==> src/rtl/irq_comb_pkg.sv <==
`timescale 1ns/1ps
package irq_comb_pkg;
  localparam int unsigned SRC_PER_COMB  = 8;
  localparam int unsigned LANES_PER_GRP = 4;
  localparam int unsigned GRP_BITS      = SRC_PER_COMB * LANES_PER_GRP;

  typedef enum logic [1:0] {
    OFF_EN_SET = 2'd0,
    OFF_EN_CLR = 2'd1,
    OFF_RAW    = 2'd2,
    OFF_PEND   = 2'd3
  } reg_off_e;
endpackage

==> src/rtl/irq_comb_decode.sv <==
`timescale 1ns/1ps
module irq_comb_decode
  import irq_comb_pkg::*;
#(
  parameter int unsigned NUM_GRP = 5,
  parameter int unsigned GIDX_W  = 4
) (
  input  logic               req_i,
  input  logic               we_i,
  input  logic [GIDX_W-1:0]  gidx_i,
  input  reg_off_e           off_i,
  output logic [NUM_GRP-1:0] set_o,
  output logic [NUM_GRP-1:0] clr_o,
  output logic               rd_o,
  output logic               hit_o
);
  logic wr;

  assign hit_o = (int'(gidx_i) < int'(NUM_GRP));
  assign wr    = req_i & we_i & hit_o;
  assign rd_o  = req_i & ~we_i;

  for (genvar g = 0; g < NUM_GRP; g++) begin : g_sel
    logic sel;
    assign sel      = wr & (gidx_i == GIDX_W'(g));
    assign set_o[g] = sel & (off_i == OFF_EN_SET);
    assign clr_o[g] = sel & (off_i == OFF_EN_CLR);
  end
endmodule

==> src/rtl/irq_comb_lane.sv <==
`timescale 1ns/1ps
module irq_comb_lane
  import irq_comb_pkg::*;
(
  input  logic                    clk_i,
  input  logic                    rst_ni,
  input  logic [SRC_PER_COMB-1:0] src_i,
  input  logic                    set_i,
  input  logic                    clr_i,
  input  logic [SRC_PER_COMB-1:0] wmask_i,
  output logic [SRC_PER_COMB-1:0] en_o,
  output logic [SRC_PER_COMB-1:0] pend_o,
  output logic                    parent_o
);
  logic [SRC_PER_COMB-1:0] en_q;
  logic                    parent_q;

  // set and clear never arrive together: they decode from distinct offsets
  always_ff @(posedge clk_i or negedge rst_ni) begin
    if (!rst_ni) begin
      en_q <= '0;
    end else if (set_i) begin
      en_q <= en_q | wmask_i;
    end else if (clr_i) begin
      en_q <= en_q & ~wmask_i;
    end
  end

  assign pend_o = src_i & en_q;

  always_ff @(posedge clk_i or negedge rst_ni) begin
    if (!rst_ni) parent_q <= 1'b0;
    else         parent_q <= |pend_o;
  end

  assign en_o     = en_q;
  assign parent_o = parent_q;
endmodule

==> src/rtl/irq_comb_group.sv <==
`timescale 1ns/1ps
module irq_comb_group
  import irq_comb_pkg::*;
#(
  parameter int unsigned LANES  = LANES_PER_GRP,
  localparam int unsigned USED_W = LANES * SRC_PER_COMB
) (
  input  logic                clk_i,
  input  logic                rst_ni,
  input  logic [USED_W-1:0]   src_i,
  input  logic                set_i,
  input  logic                clr_i,
  input  logic [USED_W-1:0]   wdata_i,
  output logic [GRP_BITS-1:0] en_o,
  output logic [GRP_BITS-1:0] raw_o,
  output logic [GRP_BITS-1:0] pend_o,
  output logic [LANES-1:0]    parent_o
);
  logic [USED_W-1:0] en_used;
  logic [USED_W-1:0] pend_used;

  for (genvar l = 0; l < LANES; l++) begin : g_lane
    irq_comb_lane i_lane (
      .clk_i    (clk_i),
      .rst_ni   (rst_ni),
      .src_i    (src_i[l*SRC_PER_COMB +: SRC_PER_COMB]),
      .set_i    (set_i),
      .clr_i    (clr_i),
      .wmask_i  (wdata_i[l*SRC_PER_COMB +: SRC_PER_COMB]),
      .en_o     (en_used[l*SRC_PER_COMB +: SRC_PER_COMB]),
      .pend_o   (pend_used[l*SRC_PER_COMB +: SRC_PER_COMB]),
      .parent_o (parent_o[l])
    );
  end

  if (USED_W < GRP_BITS) begin : g_pad
    assign en_o   = {{(GRP_BITS-USED_W){1'b0}}, en_used};
    assign raw_o  = {{(GRP_BITS-USED_W){1'b0}}, src_i};
    assign pend_o = {{(GRP_BITS-USED_W){1'b0}}, pend_used};
  end else begin : g_full
    assign en_o   = en_used;
    assign raw_o  = src_i;
    assign pend_o = pend_used;
  end
endmodule

==> src/rtl/irq_comb_rdmux.sv <==
`timescale 1ns/1ps
module irq_comb_rdmux
  import irq_comb_pkg::*;
#(
  parameter int unsigned NUM_GRP = 5,
  parameter int unsigned GIDX_W  = 4,
  localparam int unsigned WW     = NUM_GRP * GRP_BITS
) (
  input  logic                clk_i,
  input  logic                rst_ni,
  input  logic                rd_i,
  input  logic                hit_i,
  input  logic [GIDX_W-1:0]   gidx_i,
  input  reg_off_e            off_i,
  input  logic [WW-1:0]       en_i,
  input  logic [WW-1:0]       raw_i,
  input  logic [WW-1:0]       pend_i,
  output logic [GRP_BITS-1:0] rdata_o
);
  logic [GRP_BITS-1:0] word_d;
  logic [GRP_BITS-1:0] rdata_q;
  logic [GRP_BITS-1:0] en_w, raw_w, pend_w;

  // word select per group; out-of-range index forced to zero below
  always_comb begin
    en_w   = '0;
    raw_w  = '0;
    pend_w = '0;
    for (int g = 0; g < int'(NUM_GRP); g++) begin
      if (gidx_i == GIDX_W'(g)) begin
        en_w   = en_i[g*GRP_BITS +: GRP_BITS];
        raw_w  = raw_i[g*GRP_BITS +: GRP_BITS];
        pend_w = pend_i[g*GRP_BITS +: GRP_BITS];
      end
    end
  end

  always_comb begin
    word_d = '0;
    if (hit_i) begin
      unique case (off_i)
        OFF_EN_SET: word_d = en_w;
        OFF_EN_CLR: word_d = '0;
        OFF_RAW:    word_d = raw_w;
        OFF_PEND:   word_d = pend_w;
        default:    word_d = '0;
      endcase
    end
  end

  always_ff @(posedge clk_i or negedge rst_ni) begin
    if (!rst_ni)   rdata_q <= '0;
    else if (rd_i) rdata_q <= word_d;
  end

  assign rdata_o = rdata_q;
endmodule

==> src/rtl/irq_combiner.sv <==
`timescale 1ns/1ps
module irq_combiner
  import irq_comb_pkg::*;
#(
  parameter int unsigned NUM_COMB = 20,
  parameter int unsigned ADDR_W   = 8,
  localparam int unsigned NUM_SRC = NUM_COMB * SRC_PER_COMB,
  localparam int unsigned NUM_GRP = (NUM_COMB + LANES_PER_GRP - 1) / LANES_PER_GRP,
  localparam int unsigned GIDX_W  = ADDR_W - 4,
  localparam int unsigned WW      = NUM_GRP * GRP_BITS
) (
  input  logic                clk_i,
  input  logic                rst_ni,
  input  logic [NUM_SRC-1:0]  irq_i,
  input  logic                req_i,
  input  logic                we_i,
  input  logic [ADDR_W-1:2]   addr_i,
  input  logic [GRP_BITS-1:0] wdata_i,
  output logic [GRP_BITS-1:0] rdata_o,
  output logic [NUM_COMB-1:0] parent_o
);
  logic [GIDX_W-1:0]  gidx;
  reg_off_e           off;
  logic [NUM_GRP-1:0] set_stb, clr_stb;
  logic               rd_stb, grp_hit;
  logic [WW-1:0]      en_words, raw_words, pend_words;

  assign gidx = addr_i[ADDR_W-1:4];
  assign off  = reg_off_e'(addr_i[3:2]);

  irq_comb_decode #(
    .NUM_GRP (NUM_GRP),
    .GIDX_W  (GIDX_W)
  ) i_decode (
    .req_i  (req_i),
    .we_i   (we_i),
    .gidx_i (gidx),
    .off_i  (off),
    .set_o  (set_stb),
    .clr_o  (clr_stb),
    .rd_o   (rd_stb),
    .hit_o  (grp_hit)
  );

  for (genvar g = 0; g < NUM_GRP; g++) begin : g_grp
    // last group may carry fewer than four combiners
    localparam int unsigned LU = (g == NUM_GRP - 1) ?
                                 (NUM_COMB - g * LANES_PER_GRP) : LANES_PER_GRP;
    irq_comb_group #(
      .LANES (LU)
    ) i_group (
      .clk_i    (clk_i),
      .rst_ni   (rst_ni),
      .src_i    (irq_i[g*GRP_BITS +: LU*SRC_PER_COMB]),
      .set_i    (set_stb[g]),
      .clr_i    (clr_stb[g]),
      .wdata_i  (wdata_i[LU*SRC_PER_COMB-1:0]),
      .en_o     (en_words[g*GRP_BITS +: GRP_BITS]),
      .raw_o    (raw_words[g*GRP_BITS +: GRP_BITS]),
      .pend_o   (pend_words[g*GRP_BITS +: GRP_BITS]),
      .parent_o (parent_o[g*LANES_PER_GRP +: LU])
    );
  end

  irq_comb_rdmux #(
    .NUM_GRP (NUM_GRP),
    .GIDX_W  (GIDX_W)
  ) i_rdmux (
    .clk_i   (clk_i),
    .rst_ni  (rst_ni),
    .rd_i    (rd_stb),
    .hit_i   (grp_hit),
    .gidx_i  (gidx),
    .off_i   (off),
    .en_i    (en_words),
    .raw_i   (raw_words),
    .pend_i  (pend_words),
    .rdata_o (rdata_o)
  );
endmodule

==> config.mk <==
export PLATFORM = sky130hd
export DESIGN_NAME = irq_combiner
export DESIGN_NICKNAME = d
export VERILOG_FILES = /design/src/rtl/irq_comb_pkg.sv /design/src/rtl/irq_comb_decode.sv /design/src/rtl/irq_comb_lane.sv /design/src/rtl/irq_comb_group.sv /design/src/rtl/irq_comb_rdmux.sv /design/src/rtl/irq_combiner.sv
export SDC_FILE = /design/constraint.sdc
export NUM_CORES = 1
export LEC_CHECK = 0
export ABC_AREA = 1
export BUFFER_PORTS_ARGS = -buffer_cell sky130_fd_sc_hd__buf_4
export CELL_PAD_IN_SITES_DETAIL_PLACEMENT = 0
export CELL_PAD_IN_SITES_GLOBAL_PLACEMENT = 1
export CORE_ASPECT_RATIO = 2
export CORE_MARGIN = 2
export CORE_UTILIZATION = 36
export DETAILED_ROUTE_END_ITERATION = 12
export PLACE_DENSITY_LB_ADDON = 0.1
export RECOVER_POWER = 50
export SETUP_SLACK_MARGIN = 0.4
export SYNTH_ARGS = -nofsm -noshare
export SYNTH_HDL_FRONTEND = slang
export SYNTH_SLANG_ARGS = --single-unit
export TNS_END_PERCENT = 10
==> constraint.sdc <==
create_clock -name clk_i -period 1 [get_ports clk_i]
set_input_delay 0.2 -clock clk_i [delete_from_list [all_inputs] [get_ports clk_i]]
set_output_delay 0.2 -clock clk_i [all_outputs]
set_load 0.02 [all_outputs]
# --- Word-level counts from Yosys, hierarchy flattened ---
# Index checks and enable logic that the tools add are counted.
# W data, S select, Z words.
word_totals:
  ff_bits: 212
  in_bits: 202
  output_inout_bits: 52
op_classes:
  magnitude_cmp: 1
  eq_ne: 7
  mux: 57
  n_bitwise: 83
  n_reduce_logical: 27
ops:
  columns: ["operator", "n"]
  rows:
  - ["$mux W32", 16]
  - ["$and A8 B8 Y8", 40]
  - ["$mux W8", 40]
  - ["$or A8 B8 Y8", 20]
  - ["$reduce_or A8 Y1", 20]
  - ["$pmux W32 S4", 1]
  - ["$not A8 Y8", 4]
  - ["$and A1 B1 Y1", 18]
  - ["$reduce_bool A2 Y1", 5]
  - ["$eq A4 B2 Y1 const B", 2]
  - ["$eq A2 B2 Y1 const B", 2]
  - ["$eq A4 B1 Y1 const B", 1]
  - ["$eq A4 B3 Y1 const B", 1]
  - ["$logic_not A4 Y1", 1]
  - ["$lt A4 B3 Y1 const B", 1]
  - ["$eq A2 B1 Y1 const B", 1]
  - ["$logic_not A2 Y1", 1]
  - ["$not A1 Y1", 1]

# --- Longest topological paths before layout ---
# Gate-level depths: netlist of run 1.
depth:
  ltp_word: 8
  ltp_mapped: 13

# --- By module ---
# A second synthesis of run 1 with hierarchy kept.
unflattened:
  hier_cells: 2895
  hier_area_um2: 16879.9
by_module_without_submodules:
  columns: ["mod", "n_inst", "cells_per_inst", "area_each_um2", "seq_area_each_um2"]
  rows:
  - ["irq_comb_lane", 20, 66, 441.7, 225.2]
  - ["irq_comb_rdmux", 1, 1380, 6678.9, 800.8]
  - ["irq_comb_group", 5, 32, 240.2, 0.0]
  - ["irq_comb_decode", 1, 35, 166.4, 0.0]

# --- Worst setup path after synthesis of run 1 ---
# Ideal clock, no wire load.
synth_timing:
  path_type: "input to register"
  from: "in addr_i[4] in the netlist's numbering"
  to: "reg with a tool-made name"
  setup_ns: 0.131
  t_arrival_ns: 1.242
  setup_slack_ns: -0.373
  stages: 8
  path_buffers: 2
  cell_sequence: "nor2_2 > nand3_1 > buf_2 > nor2_1 > inv_1 > clkbuf_1 > o21ai_0 > o21ai_0"
synth_lines:
  columns: ["item", "line", "source"]
  rows:
  - ["from (decl)", "irq_combiner.sv:17", "input logic [ADDR_W-1:2] addr_i,"]

# --- Worst setup path in the final report of run 1 ---
layout_timing:
  from: "reg i_rdmux.rdata_q[15] (netlist: i_rdmux.rdata_o[15])"
  to: "out rdata_o[15]"
layout_lines:
  columns: ["item", "line", "source"]
  rows:
  - ["from (decl)", "irq_comb_rdmux.sv:21", "logic [GRP_BITS-1:0] rdata_q;"]
  - ["from (signal assigned)", "irq_comb_rdmux.sv:53", "else if (rd_i) rdata_q <= word_d;"]
  - ["to (decl)", "irq_combiner.sv:19", "output logic [GRP_BITS-1:0] rdata_o,"]
# No word-level cell between the ends.

==> results.md, run 1 <==
* Die area at 0.0408 mm²
* GRT Total Usage at between 30% and 40%
* Antenna viol nets, final at 0
* Syn_area_per_cell at roughly 6.3 µm²
* Final Max Slew Viols at 0
* Starting Density at 36.4%
* Layout cells sized above 1 at approximately 26%
* Cell Area, Synth at 0.0141 mm²
* Slew Limit Headroom at 22.1%
* Drt first pass iters at 6
* Worst Path Buf+Inv at 1
* Synth top area cells: dfrtp_1, nand2_1, o21ai_0
* Top cell type's share of synthesized area at between 30% and 40%
* Startpoint types: flop
* Clock sinks at around 210
* Req. time, crit path at 800 ps
* Sequential power share at approximately 39%
* Finished Layout Cells at 3143
* Post-synthesis sequential area ratio at 37.7%
* Row Count at 102
* DPL Wire Length at between 40 and 50 mm
* Worst setup path endpoint: rdata_o[15]
* Place WS at -697 ps
* Outcome: complete, but fails checks
* Seq. cell area at 0.00531 mm²
* Detailed Route WL at 64.7 mm
* Worst IR Drop VDD at 1090 µV
* Net count after synthesis at 2428
* DP Cell Count at 3087
* Worst Path Arrival at 1140 ps
* Area Overhead vs Synth at 40.1%
* Int Pwr at roughly 17 mW
* Largest net degree at the start of global routing at 52
* Drc violations at 0
* Leakage power total at approximately 11 nW
* Clock tree buffer depth at 3
* Area leader, netlist: dfrtp_1
* Clock slew seen by the registers of the worst setup and hold paths at 70 ps
* Setup TNS at -24260 ps
* Fillers at 4038
* Fin crit period at about 1300 ps
* Cell variety after synth at 20
* PD cells at 1250 mW/mm²
* Crit path max fanout at 2
* Antenna fix cells at 0
* Worst setup path start: i_rdmux.rdata_o[15]
* GRT overflow at 0
* Min Hold Slack at -131 ps
* Clock root cell: clkbuf_16
* Syn. warnings at 0
* Worst-margin pin slew at 1170 ps
* Period Utilization, post-route at 134%
* NetSw at around 7.5 mW
* Layout Nets at 2809
* Clock power share at 38.3%
* Pwr Total at 24.7 mW
* PortBufs at 253
* Failing checks: hold timing, setup timing
* Maxcap violations at 0
* Clock skew at 12.9 ps
* H-tree depth at 1
* Slowest cell delay on critical path at 440 ps
* CTS tree: done
* Vias in the first global route at 16600
* FMAX at roughly 0.74 GHz
* Number of cells on the critical path at 1
* Final hold violations at 24
* R2R cell count at 3
* Worst hold path class: input pin to asynchronous set/reset pin
* Placer Congestion at 0.931
* Worst-Skew Late Latency at 550 ps
* Sw Ratio at 30.3%
* Num CTS Buffers at 22
* Slowest stage cell, crit path: dfrtp_1
* Final setup viols at 184
* First-pass GRT wire length at slightly below 100 mm
* Initial antenna violation count at 0
* Setup ws final at -344 ps
* Multi-input logic area at roughly 0.0075 mm²
* RSZ-0062 raised after global routing: yes
* CP Cell Sequence: buf_6
* Via Count at 16500
* FF-to-FF End: g_grp[4].i_group.g_lane[0].i_lane.parent_o
* CP Capture Type: output port
* # IOs at ~250
* Delay-heaviest family, CP: flip-flops
* DR WL/cell at between 20 and 25 µm
* Die width at 144 µm
* Post-Synthesis Cells at 2226
* Count of state elements after synthesis at approximately 210
* Vias per cell at 5.25
* Combinational power share at around 22%
* CP Class: flop to output port
* Worst R2R Setup Slack at -210 ps
* Die Ht at 284 µm
* DRT iter0 DRCs at ~1100
* Core area at 0.0387 mm²
[what timing repair did]
item / CTS / global route
pin swaps: 18 / 27
endpoints found under the setup margin: 264 / 264
hold endpoints to repair: 218 / 212
setup buffers: 8 / 8
resized for setup: 128 / 118
[cell usage after synthesis]
| cell type | n |
|---|---|
| or2_1 | 1 |
| or4_1 | 3 |
| nand2_1 | 743 |
| dfrtp_1 | 212 |
| o21ai_1 | 39 |
| buf_1 | 17 |
| or2_2 | 9 |
| o21ai_2 | 1 |
| buf_2 | 32 |
| inv_2 | 3 |
| nand4_1 | 54 |
| clkbuf_1 | 77 |
| nor3_2 | 1 |
| buf_4 | 22 |
| nand3_1 | 293 |
| nor2_1 | 71 |
| o21ai_0 | 351 |
| nor4_1 | 16 |
| nor2_2 | 4 |
| inv_1 | 277 |
[worst register-to-register path, cell delays in order, from the launching register on]
cell and delay (ps):
dfrtp_1 400, nand2_2 100, nand2_2 70, or4_4 500
[through the flow]
| stage | cell area [µm²] | utilization (%) |
|---|---|---|
| finish | 19700 | 51.0 |
| global route | 19700 | 51.0 |
| CTS | 19500 | 50.3 |
| detailed placement | 18200 | 47.1 |
| global placement | 18200 | 47.1 |
| floorplan | 14200 | - |
[power by group through the flow]
stage / logic, mW / registers, mW / clock network [mW]
after floorplan: 2.29 / 9.79 / 0
after global placement: 5.15 / 9.78 / 0
after detailed placement: 5.18 / 9.79 / 0
after CTS: 5.47 / 9.69 / 9.58
after global routing: 6.00 / 9.78 / 9.86
final: 5.53 / 9.70 / 9.44
[cell usage in the layout (no fill, tap or decap), types with 2 or more instances in the layout]
cell type and instances:
inv_2 24, or2_2 7, clkinv_2 2, nor2_4 7, nand2_2 50, clkbuf_2 4
clkbuf_16 23, nand2_4 2, buf_8 3, buf_6 67, clkbuf_8 7, buf_12 32
nand4_1 54, nor2_1 65, inv_4 2, nand3_1 274, nor4_1 8, o21ai_0 251
buf_4 397, clkbuf_1 3, nor2_2 3, o21ai_2 9, or2_4 2, inv_1 254
o21ai_1 130, nand3_4 2, bufinv_16 3, or4_1 2, nor4_2 7, nand2_1 691
nand3_2 17, clkinvlp_4 2, dfrtp_1 211
[cell type report]
type | count | area share [%]
Clock inverter | 7 | 0.584
Sequential cell | 212 | 26.9
Timing Repair Buffer | 505 | 22.6
Clock buffer | 33 | 3.46
Tap cell | 520 | 3.30
Inverter | 280 | 5.35
Multi-Input combinational cell | 1586 | 37.8
[kinds of logic after synthesis]
family	count (synthesis)	share of synthesized area (%)
compound gates	391	13.9
buf+inv	428	12.3
flops	212	37.7
simple gates	1195	36.1
[per-layer routing]
metal  global-route usage [%]  part of all wire, %  vias to the layer above
met1                     36.0                   36                     7687
met5                        0                    0                        -
met2                     57.5                   52                      704
met4                     16.3                  6.0                        0
met3                     2.85                  5.3                      211
li1                         -                    -                     7904
[worst min-delay path by stage]
stage / from / slack (ps) / endpoint / cells past startpoint
2_1_floorplan: rst_ni / -100 / asynchronous set/reset pin / 0
3_3_place_gp: rst_ni / 120 / i_rdmux.rdata_o[11] / 1
3_5_place_dp: rst_ni / 120 / g_grp[3].i_group.g_lane[1].i_lane.parent_o / 1
4_1_cts: rst_ni / -450 / g_grp[3].i_group.g_lane[1].i_lane.parent_o / 1
5_1_grt: rst_ni / -90 / i_rdmux.rdata_o[11] / 1
6_report: rst_ni / -130 / g_grp[2].i_group.g_lane[1].i_lane.parent_o / 1
Note: power is estimated with default switching activity, not from simulation.
==> run 2, diff against run 1 <==
- SETUP_SLACK_MARGIN: 0.4 -> unset
==> run 2 against run 1 <==
The run still ends with hold timing, setup timing left. Sequential power about the same. Count of clock-buffer cells in the layout decreased by 1. Setup slack improved by 2.9 ps. Clock power decreased by 3.6%. Final cell count increased by 0.48%. Critical path type unchanged. Utilization increased by 0.77 points. Critical path depth unchanged. Largest cell class unchanged. Non-clock buffer count increased by 17. Sequential share of layout area decreased by 0.39 points. Clock skew increased by 2.2 ps. Highest routed layer unchanged. Cell area increased by 1.5%.
==> results.md, run 2 (synthesized netlist as in run 1, its figures left out) <==
* # IOs at 254 (unchanged)
* Antenna fix cells at 0 (unchanged)
* First-pass GRT wire length at 97.2 mm (was 97.1 mm)
* Drc violations at 0 (unchanged)
* Slew Limit Headroom at 50.1% (was 22.1%)
* Starting Density at 36.4% (unchanged)
* Startpoint types: flop (unchanged)
* Num CTS Buffers at 22 (unchanged)
* CTS tree: done (unchanged)
* Clock root cell: clkbuf_16 (unchanged)
* Antenna viol nets, final at 0 (unchanged)
* DP Cell Count at 3108 (was 3087)
* Drt first pass iters at 7 (was 6)
* Worst Path Arrival at 1140 ps (about the same)
* Setup ws final at -341 ps (was -344 ps)
* Slowest stage cell, crit path: dfrtp_1 (unchanged)
* GRT Total Usage at 31.6% (about the same)
* Failing checks: hold timing, setup timing (unchanged)
* PortBufs at 253 (unchanged)
* Outcome: complete, but fails checks (unchanged)
* Maxcap violations at 0 (unchanged)
* Combinational power share at 23.0% (was 22.4%)
* GRT overflow at 0 (unchanged)
* PD cells at 1220 mW/mm² (was 1250 mW/mm²)
* CP Class: flop to output port (unchanged)
* Clock tree buffer depth at 3 (unchanged)
* Area Overhead vs Synth at 42.2% (was 40.1%)
* Row Count at 102 (unchanged)
* Initial antenna violation count at 0 (unchanged)
* Via Count at 16600 (was 16500)
* Placer Congestion at 0.955 (was 0.931)
* Worst Path Buf+Inv at 1 (unchanged)
* Die area at 0.0408 mm² (unchanged)
* DPL Wire Length at 47.9 mm (was 47.0 mm)
* Worst-Skew Late Latency at 540 ps (was 550 ps)
* Sw Ratio at 30.2% (was 30.3%)
* Pwr Total at 24.4 mW (was 24.7 mW)
* Final setup viols at 159 (was 184)
* Int Pwr at 17.1 mW (was 17.2 mW)
* Crit path max fanout at 2 (unchanged)
* Worst IR Drop VDD at 1340 µV (was 1090 µV)
* Final Max Slew Viols at 0 (unchanged)
* NetSw at 7.39 mW (was 7.47 mW)
* DRT iter0 DRCs at 1097 (was 1118)
* Die Ht at 284 µm (unchanged)
* CP Cell Sequence: buf_6 (unchanged)
* Slowest cell delay on critical path at 440 ps (about the same)
* Commonest cells after routing, fill and taps aside: nand2_1, buf_4, o21ai_0 (was nand2_1, buf_4, nand3_1)
* Largest net degree at the start of global routing at 47 (was 52)
* Final hold violations at 2 (was 24)
* Clock slew seen by the registers of the worst setup and hold paths at 70 ps (about the same)
* Finished Layout Cells at 3158 (was 3143)
* Vias per cell at 5.25 (about the same)
* Leakage power total at 10.8 nW (was 10.6 nW)
* Clock skew at 15.1 ps (was 12.9 ps)
* Detailed Route WL at 65.1 mm (was 64.7 mm)
* RSZ-0062 raised after global routing: yes (unchanged)
* Delay-heaviest family, CP: flip-flops (unchanged)
* Worst hold path class: input pin to flop (was input pin to asynchronous set/reset pin)
* Req. time, crit path at 800 ps (about the same)
* Worst-margin pin slew at 748 ps (was 1170 ps)
* Setup TNS at -23190 ps (was -24260 ps)
* Layout Nets at 2826 (was 2809)
* Commonest non-fill, non-tap cell in the layout: nand2_1 (unchanged)
* DR WL/cell at 20.6 µm (about the same)
* Die width at 144 µm (unchanged)
* Layout cells sized above 1 at 27.0% (was 25.9%)
* Sequential power share at 39.7% (was 39.3%)
* Core area at 0.0387 mm² (unchanged)
* Min Hold Slack at -1.89 ps (was -131 ps)
* FMAX at 0.746 GHz (was 0.744 GHz)
* Period Utilization, post-route at 134% (about the same)
* H-tree depth at 1 (unchanged)
* Clock sinks at 212 (unchanged)
* Vias in the first global route at 16700 (was 16600)
* Fin crit period at 1340 ps (about the same)
* Clock power share at 37.3% (was 38.3%)
* CP Capture Type: output port (unchanged)
run 2: cell count changes in the layout (fill, tap and decap cells not counted), sizes merged:
| cell | before | now |
|---|---|---|
| buf | 500 | 518 |
| dlygate4sd3 | 0 | 3 |
| clkinv | 2 | 3 |
| clkinvlp | 2 | 0 |
| clkbuf | 38 | 33 |
run 2: power groups by stage:
stage	Combinational (mW)	Clock [mW]	Sequential, mW
final	5.63	9.10	9.71
after global routing	6.10	9.51	9.78
after CTS	5.53	9.22	9.69
after detailed placement	5.25	0	9.78
after global placement	5.22	0	9.78
after floorplan	2.29	0	9.79
run 2: timing repair:
item                       4_1_cts  5_1_grt
hold endpoints to repair       218        0
resized for setup              153      114
hold buffers                     3        0
setup endpoints to repair      224      263
pin swaps                       22       21
setup buffers                    3        7
run 2: per-layer routing:
metal | global-route usage [%] | up-vias | part of all wire [%]
met1 | 36.3 | 7831 | 37
met4 | 16.3 | 0 | 5.6
met5 | 0 | - | 0
met3 | 3.54 | 172 | 5.2
li1 | - | 7943 | -
met2 | 56.5 | 619 | 52
run 2: worst paths after layout:
path | to | from | slack, ps | cells past startpoint
max | rdata_o[29] | i_rdmux.rdata_o[29] | -340 | 1
min | g_grp[1].i_group.g_lane[0].i_lane.parent_o | irq_i[34] | -2 | 5
max reg2reg | i_rdmux.rdata_o[6] | flop | -200 | 10
min reg2reg | i_rdmux.rdata_o[6] | i_rdmux.rdata_o[6] | 500 | 2
max in group asynchronous | asynchronous set/reset pin | rst_ni | 20 | 3
min in group asynchronous | i_rdmux.rdata_o[10] | rst_ni | 290 | 2
run 2: layout make-up:
type	instances	area, µm²
Clock buffer	32	649
Clock inverter	6	105
Fill cell	3986	18700
Inverter	280	1050
Multi-Input combinational cell	1586	7570
Sequential cell	212	5310
Tap cell	520	651
Timing Repair Buffer	522	4680
run 2: through the flow:
stage	setup slack [ps]	util, %	hold WS [ps]	cell area, µm²
detailed placement	-698	47.7	138	18500
CTS	-352	50.9	-13.1	19700
floorplan	-329	-	-95.6	14200
global route	-353	51.8	14.7	20000
global placement	-674	47.7	127	18500
finish	-341	51.8	-1.89	20000
==> run 3, diff against run 2 <==
- ABC_AREA: 1 -> unset
- CORE_UTILIZATION: 36 -> 38
==> run 3 against run 2 <==
The run ends with setup timing left. Final cell count is 23% lower. Fmax is 7.6% lower. Count of clock-buffer cells in the layout stayed put. Worst hold slack better by 14 ps. Largest power group unchanged.
==> results.md, run 3 <==
* Worst-Skew Late Latency at 540 ps (about the same)
* Req. time, crit path at 1450 ps (was 800 ps)
* Die area at 0.0367 mm² (was 0.0408 mm²)
* DRT iter0 DRCs at 1217 (was 1097)
* Worst hold path class: input pin to flop (unchanged)
* Post-Synthesis Cells at 1494 (was 2226)
* Via Count at 15500 (was 16600)
* CP most frequent cell: buf_12
* Sw Ratio at 32.3% (was 30.2%)
* Failing checks: setup timing (was hold timing, setup timing)
* DR WL/cell at 27.7 µm (was 20.6 µm)
* H-tree depth at 1 (unchanged)
* Slew Limit Headroom at 46.2% (was 50.1%)
* Int Pwr at 19.1 mW (was 17.1 mW)
* Slowest stage cell, crit path: or4b_4 (was dfrtp_1)
* Syn_area_per_cell at 8.93 µm² (was 6.32 µm²)
* Hold_sp: irq_i[113] (was irq_i[34])
* CP Class: input pin to flop (was flop to output port)
* Initial antenna violation count at 1 (was 0)
* GRT overflow at 0 (unchanged)
* Core area at 0.0348 mm² (was 0.0387 mm²)
* Leakage power total at 8.82 nW (was 10.8 nW)
* NetSw at 9.14 mW (was 7.39 mW)
* Count of state elements after synthesis at 212 (unchanged)
* Clock slew seen by the registers of the worst setup and hold paths at 60 ps (was 70 ps)
* # IOs at 254 (unchanged)
* Place WS at -1020 ps (was -698 ps)
* Area leader, netlist: dfrtp_1 (unchanged)
* CP Capture Type: flop (was output port)
* Commonest non-fill, non-tap cell in the layout: buf_4 (was nand2_1)
* PD cells at 1390 mW/mm² (was 1220 mW/mm²)
* Worst Path Buf+Inv at 2 (was 1)
* Drt first pass iters at 5 (was 7)
* Combinational power share at 29.9% (was 23.0%)
* Worst R2R Setup Slack at -410 ps (was -200 ps)
* Layout Nets at 2173 (was 2826)
* Starting Density at 38.3% (was 36.4%)
* RSZ-0062 raised after global routing: yes (unchanged)
* Vias in the first global route at 15700 (was 16700)
* Cell Area, Synth at 0.0133 mm² (was 0.0141 mm²)
* Top cell type's share of synthesized area at 39.8% (was 37.7%)
* Detailed Route WL at 67.3 mm (was 65.1 mm)
* Area Overhead vs Synth at 51.8% (was 42.2%)
* Clock root cell: clkbuf_16 (unchanged)
* Antenna viol nets, final at 0 (unchanged)
* Num CTS Buffers at 23 (was 22)
* Asr flop ratio synth at 100% (unchanged)
* Drc violations at 0 (unchanged)
* Placer Congestion at 0.937 (was 0.955)
* Post-synthesis sequential area ratio at 39.8% (was 37.7%)
* Maxcap violations at 0 (unchanged)
* FMAX at 0.689 GHz (was 0.746 GHz)
* PortBufs at 253 (unchanged)
* Fillers at 3161 (was 3986)
* Fin crit period at 1450 ps (was 1340 ps)
* Delay-heaviest family, CP: compound AO/OA/AOI/OAI gates (was flip-flops)
* CP Cell Sequence: buf_12 -> or4b_4 -> buf_12 -> o22ai_2 -> o2bb2a_4 -> o31a_1 -> o31ai_2 (was buf_6)
* Worst Path Arrival at 1900 ps (was 1140 ps)
* Largest net degree at the start of global routing at 108 (was 47)
* Clock skew at 13.3 ps (was 15.1 ps)
* Worst-margin pin slew at 806 ps (was 748 ps)
* Setup ws final at -451 ps (was -341 ps)
* GRT Total Usage at 35.3% (was 31.6%)
* Vias per cell at 6.36 (was 5.25)
* Net count after synthesis at 1696 (was 2428)
* Crit path max fanout at 7 (was 2)
* Clock power share at 31.6% (was 37.3%)
* Top cells by count, synth: a21oi_1, dfrtp_1, a31oi_1, clkbuf_1, mux2i_1 (was nand2_1, o21ai_0, nand3_1, inv_1, dfrtp_1)
* Ys flop type: dfrtp_1 (unchanged)
* Synth top area cells: dfrtp_1, a21oi_1, a31oi_1 (was dfrtp_1, nand2_1, o21ai_0)
* Row Count at 97 (was 102)
* Slowest cell delay on critical path at 630 ps (was 440 ps)
* Period Utilization, post-route at 145% (was 134%)
* Commonest cells after routing, fill and taps aside: buf_4, a21oi_1, dfrtp_1 (was nand2_1, buf_4, o21ai_0)
* CTS tree: done (unchanged)
* Count leader, synth: a21oi_1 (was nand2_1)
* Die Ht at 269 µm (was 284 µm)
* Final hold violations at 0 (was 2)
* R2R cell count at 5 (was 10)
* Clock sinks at 212 (unchanged)
* Clock tree buffer depth at 3 (unchanged)
* Min Hold Slack at 12.0 ps (was -1.89 ps)
* Worst IR Drop VDD at 1280 µV (was 1340 µV)
* Cell variety after synth at 51 (was 20)
* Layout cells sized above 1 at 38.6% (was 27.0%)
* FF-to-FF End: i_rdmux.rdata_o[28] (was i_rdmux.rdata_o[6])
* Final setup viols at 421 (was 159)
* Hold Path End: g_grp[3].i_group.g_lane[2].i_lane.parent_o (was g_grp[1].i_group.g_lane[0].i_lane.parent_o)
* Die width at 136 µm (was 144 µm)
* Setup TNS at -81290 ps (was -23190 ps)
* Startpoint types: input pin (was flop)
* First-pass GRT wire length at 96.2 mm (was 97.2 mm)
* Final Max Slew Viols at 0 (unchanged)
* DPL Wire Length at 45.4 mm (was 47.9 mm)
* Post-synth EDFFs at 0 (unchanged)
* Outcome: complete, but fails checks (unchanged)
* Sequential power share at 38.4% (was 39.7%)
* Syn. warnings at 0 (unchanged)
* Hold depth at 3 (was 5)
[run 3: worst min-delay path, cell delays in order]
cell and delay [ps]:
buf_4 110, a22oi_1 70, nand4_1 120
[run 3: timing repair]
action                                  4_1_cts  5_1_grt
endpoints found under the setup margin      264      264
cloned                                        4        5
setup buffers                                 7       12
pin swaps                                    23       65
hold buffers                                 78        1
endpoints found under the hold margin       380        1
gates resized for setup                     120       90
[run 3: power by group through the flow]
stage | sequential, mW | combinational [mW] | clock (mW)
after floorplan | 10.7 | 3.56 | 0
after CTS | 10.8 | 8.06 | 9.06
final | 10.9 | 8.45 | 8.94
after global routing | 11.0 | 8.98 | 9.35
after global placement | 10.9 | 7.33 | 0
after detailed placement | 10.9 | 7.40 | 0
[run 3: worst max path at each step]
stage	from	slack, ps	cells after the start	to
2_1_floorplan	addr_i[5]	-720	7	i_rdmux.rdata_o[31]
3_3_place_gp	addr_i[4]	-970	6	i_rdmux.rdata_o[9]
5_1_grt	addr_i[6]	-470	7	i_rdmux.rdata_o[31]
6_report	addr_i[6]	-450	7	i_rdmux.rdata_o[31]
3_5_place_dp	addr_i[4]	-1020	8	flop
4_1_cts	addr_i[4]	-390	6	i_rdmux.rdata_o[14]
[run 3: layout make-up]
class	count	area, µm²	share of cell area, %
well taps	445	557	2.75
flip-flops and latches	212	5320	26.2
multi-input cells	1079	7630	37.7
inverters	9	37.5	0.185
clock inverters	7	85.1	0.420
repair buffers	646	5950	29.4
clock buffers	32	669	3.31
diodes	1	2.50	0.0124
[run 3: cells by family (layout without fill, tap and decap cells)]
group,count (synthesis),in the layout,synth area share (%)
compound gates,740,740,36.1
simple gates,237,238,9.65
flops,212,212,39.8
buf+inv,204,694,6.94
mux,101,101,7.58
other cells,0,1,0
[run 3: per-layer routing]
metal,part of all wire [%],vias up,GRT usage [%]
met5,0.019,-,0
met1,35,7556,39.3
met2,51,863,62.0
met4,7.4,2,23.7
met3,6.6,261,4.64
li1,-,6789,-
[run 3: stage by stage]
stage / instance area (µm²) / std cells / total power, mW / utilization, %
after floorplan: 13400 / 1494 / 14.2 / -
after global placement: 17500 / 2285 / 18.2 / 50.4
after detailed placement: 17500 / 2285 / 18.3 / 50.4
after CTS: 19700 / 2413 / 27.9 / 56.7
after global routing: 20200 / 2430 / 29.3 / 58.1
final: 20300 / 2431 / 28.3 / 58.1
